--- config.mk ---
export PLATFORM = sky130hd
export DESIGN_NAME = es_monitor
export DESIGN_NICKNAME = d
export VERILOG_FILES = /design/src/rtl/es_monitor.sv
export SDC_FILE = /design/constraint.sdc
export NUM_CORES = 1
export LEC_CHECK = 0
export ABC_AREA = 0
export BUFFER_PORTS_ARGS = -buffer_cell sky130_fd_sc_hd__buf_2
export CORE_MARGIN = 3
export CORE_UTILIZATION = 47
export CTS_CLUSTER_SIZE = 16
export DETAILED_ROUTE_END_ITERATION = 12
export PLACE_DENSITY_LB_ADDON = 0.1
export SKIP_LAST_GASP = 1
export SYNTH_ARGS = -nofsm -noshare
export SYNTH_HDL_FRONTEND = slang
export SYNTH_SLANG_ARGS = --single-unit
--- constraint.sdc ---
create_clock -name clk -period 1.9 [get_ports clk]
set_input_delay 0.285 -clock clk [delete_from_list [all_inputs] [get_ports clk]]
set_output_delay 0.285 -clock clk [all_outputs]
set_load 0.02 [all_outputs]
--- src/rtl/es_monitor.sv ---
module es_monitor #(
  parameter int unsigned SEC_CYCLES = 2048000,
  parameter int unsigned NSRC       = 8
) (
  input  logic            clk,
  input  logic            rst_n,
  input  logic            sel_ext,
  input  logic            ext_sec,
  input  logic [NSRC-1:0] err_evt,
  input  logic [NSRC-1:0] err_en,
  input  logic [1:0]      irq_mask,
  input  logic            show_masked,
  input  logic            rd_stb,
  output logic [1:0]      status,
  output logic            irq
);
  localparam int CW = (SEC_CYCLES > 2) ? $clog2(SEC_CYCLES) : 1;

  logic [CW-1:0] cnt;
  logic          acc;

  wire div_done = (cnt == CW'(SEC_CYCLES - 1));
  wire tick     = sel_ext ? ext_sec : div_done;
  wire hit      = |(err_evt & err_en);

  wire [1:0] set_now = {tick & acc, tick};
  wire [1:0] keep    = ~irq_mask | {2{show_masked}};

  always_ff @(posedge clk) begin
    if (!rst_n) cnt <= '0;
    else        cnt <= div_done ? '0 : cnt + 1'b1;
  end

  always_ff @(posedge clk) begin
    if (!rst_n)    acc <= 1'b0;
    else if (tick) acc <= hit;
    else           acc <= acc | hit;
  end

  always_ff @(posedge clk) begin
    if (!rst_n) status <= 2'b00;
    else        status <= (rd_stb ? 2'b00 : status) | (set_now & keep);
  end

  assign irq = |(status & ~irq_mask);
endmodule


==> run metrics <==
status completed; grt ovf 0; R2R Setup Slk 0.05 ns; row cnt 17; CP startpoint cnt[4]; Hold Crit Depth 4; die width 55.4 um; # fillers approximately 190; vias after detailed routing between 1000 and 1500; final critical-path share of the clock period 0.973; H-Tree Level Count 1; Hold Violations, Final 0; Min-Delay Startpoint ext_sec; Max Slew Vio Count 0; worst slew pin tran between 0.3 and 0.4 ns; cell mode on critical path or4_4; Crit path largest cell delay around 0.60 ns; hold slack final between 0.2 and 0.3 ns; Slew HR 0.767; Port Buffers 26; clock-pin slew on the worst setup and hold paths around 0.14 ns; WP data required approximately 2.2 ns; antenna viol nets, final 0; CTS tree built; Total Wirelength 2580 um; buffer and inverter count on the worst path 0; drt via density around 5.4; max-cap check violation count 0; layout cell share with drive strength beyond 1 0.326; HPWL after DPL approximately 1900 um; clock skew between 0.009 and 0.01 ns; Starting Density 0.508; CP Capture Type register; final setup TNS 0 ns; CP Data Arrival Time about 2.1 ns; die area a little over 3000 um2; unrepaired setup endpoints after global routing yes; Netlist cell types 32; Cells after DPL about 200; Crit path max-delay family simple AND/OR/NAND/NOR gates; most frequent cells in the layout buf_2 (26), dfxtp_1 (21), buf_4 (17), nor2_1 (15), a21oi_1 (12); Yosys Warn Count 0; Critical Path Fanout Max 6; Seq cells post-synth 24; IO Pins 27; Cells after Synth roughly 140; CTS Sinks 24; Leak roughly 0.56 nW; Finished Layout Cells roughly 210; initial drt markers 18; Net count, final slightly above 200; Area growth syn-to-layout 31.4%; Reg2Reg Capture Point cnt[20]; Post-Syn Area roughly 1100 um2; DRC 0; CTS max path bufs 2; largest net degree at the start of global routing 14; Synth Net Count 162; Max rail drop VDD 675 uV; fmax roughly 540 MHz; PwrDens approximately 600 nW/um2; slowest stage cell, crit path or4_4; register area share after synthesis 0.419; Mean Syn Cell Area between 8 and 9 um2; post-layout min period 1.85 ns; post-CTS setup buffer count 0; worst hold path type in2reg; Final Util 0.668; first-pass GRT wire length roughly 4600 um; Root Driver clkbuf_4; CP Class reg2reg; final setup fails 0; Post-CTS Hold Buffers 0; CP startpoint kind register; CTS Buf Count 3; antenna cell count 0; initial antenna violation count 0; 1st-pass router iterations 4; area of the core between 2000 and 2500 um2; Worst Hold End acc; critical-path cell list nand3_4 > or4_4 > or4_4 > a21oi_2; R2R depth 4; RR Startpoint cnt[4]; vias in the first global route between 1000 and 1500; Worst-Skew Late Latency ~0.32 ns; total global-route track usage 0.179; most common cell after layout, fill and taps aside buf_2; die height about 55 um; routability congestion estimate between 0.7 and 0.8; wire length per cell roughly 12 um
worst max path at each step:
stage / cells after the start / slack, ns / endpoint
3_5_place_dp: 5 / 0.002 / cnt[11]
2_1_floorplan: 5 / 0.007 / cnt[20]
5_1_grt: 4 / 0.002 / cnt[17]
4_1_cts: 5 / -0.02 / cnt[17]
6_report: 4 / 0.05 / cnt[20]
3_3_place_gp: 5 / 0.05 / cnt[2]
worst reg2reg max path: stages, from the launching register on:
cell and delay, ns:
dfxtp_1 0.43, nand3_4 0.09, or4_4 0.60, or4_4 0.54
a21oi_2 0.15
layer usage:
metal / routed length [um] / track usage / up-vias
met2: 1360 / 0.326 / 23
met5: 0 / 0 / -
met3: 88 / 0.0514 / 2
li1: - / - / 581
met4: 12 / 0.0278 / 0
met1: 1120 / 0.210 / 527
sequential cells by signal, summed over array words and instances, names as in the netlist:
register,flops
acc,1
cnt,21
status,2
synthesized netlist by cell type:
master	n	area share
dfxtp_1	24	0.42
xor2_1	2	0.015
nor2_1	15	0.049
nand2_1	10	0.033
and2_1	1	0.0055
o22ai_1	1	0.0055
o41ai_1	1	0.0076
nand4_1	3	0.016
buf_2	2	0.0087
a22o_1	1	0.0076
nor3_1	4	0.017
o21ai_0	7	0.031
xnor2_1	8	0.061
nand3_1	8	0.035
inv_1	8	0.026
nand3_4	1	0.015
a221oi_1	1	0.0076
nand3b_1	1	0.0066
nor4_1	3	0.016
or3_1	5	0.027
a21boi_0	1	0.0066
clkbuf_1	1	0.0033
a21oi_1	12	0.052
o2bb2ai_1	1	0.0076
buf_6	1	0.0098
a22oi_1	2	0.013
or4_1	4	0.026
o31ai_1	4	0.026
a21oi_2	1	0.0076
or4_4	2	0.020
ha_1	1	0.011
nor2b_1	1	0.0055
cell type report:
type                       count  area (um2)  share of cell area
tap                           28        35.0              0.0233
timing repair buffer          44         269               0.179
multi-input combinational    101         652               0.433
sequential                    24         484               0.321
clock buffer                   4        36.3              0.0241
inverter                       8        30.0              0.0199
logic make-up after synthesis:
family                     after synthesis  synth area share
buffers and inverters                   12            0.0480
and+or+nand+nor                         58             0.273
DFF                                     24             0.419
AOI/OAI and AO/OA                       32             0.172
adders and majority gates                1            0.0109
xor gates and xnor gates                10            0.0764
stage by stage:
step / setup slack, ns / power (mW) / area [um2]
floorplan: 0.00681 / 0.570 / 1160
global placement: 0.0480 / 0.613 / 1440
detailed placement: 0.00202 / 0.616 / 1440
CTS: -0.0175 / 0.892 / 1490
global route: 0.00173 / 0.916 / 1510
finish: 0.0512 / 0.885 / 1510
timing repair:
| action | CTS | global route |
|---|---|---|
| resized for setup | 4 | 3 |
| setup endpoints to repair | 16 | 21 |
| cloned | 1 | 0 |
| pin swaps | 0 | 1 |
power breakdown:
| part | switching, mW | internal [mW] | total, mW |
|---|---|---|---|
| sequential | 0.00762 | 0.514 | 0.521 |
| combinational | 0.0398 | 0.0473 | 0.0871 |
| clock | 0.159 | 0.117 | 0.277 |
(Power assumes the default switching activity.)
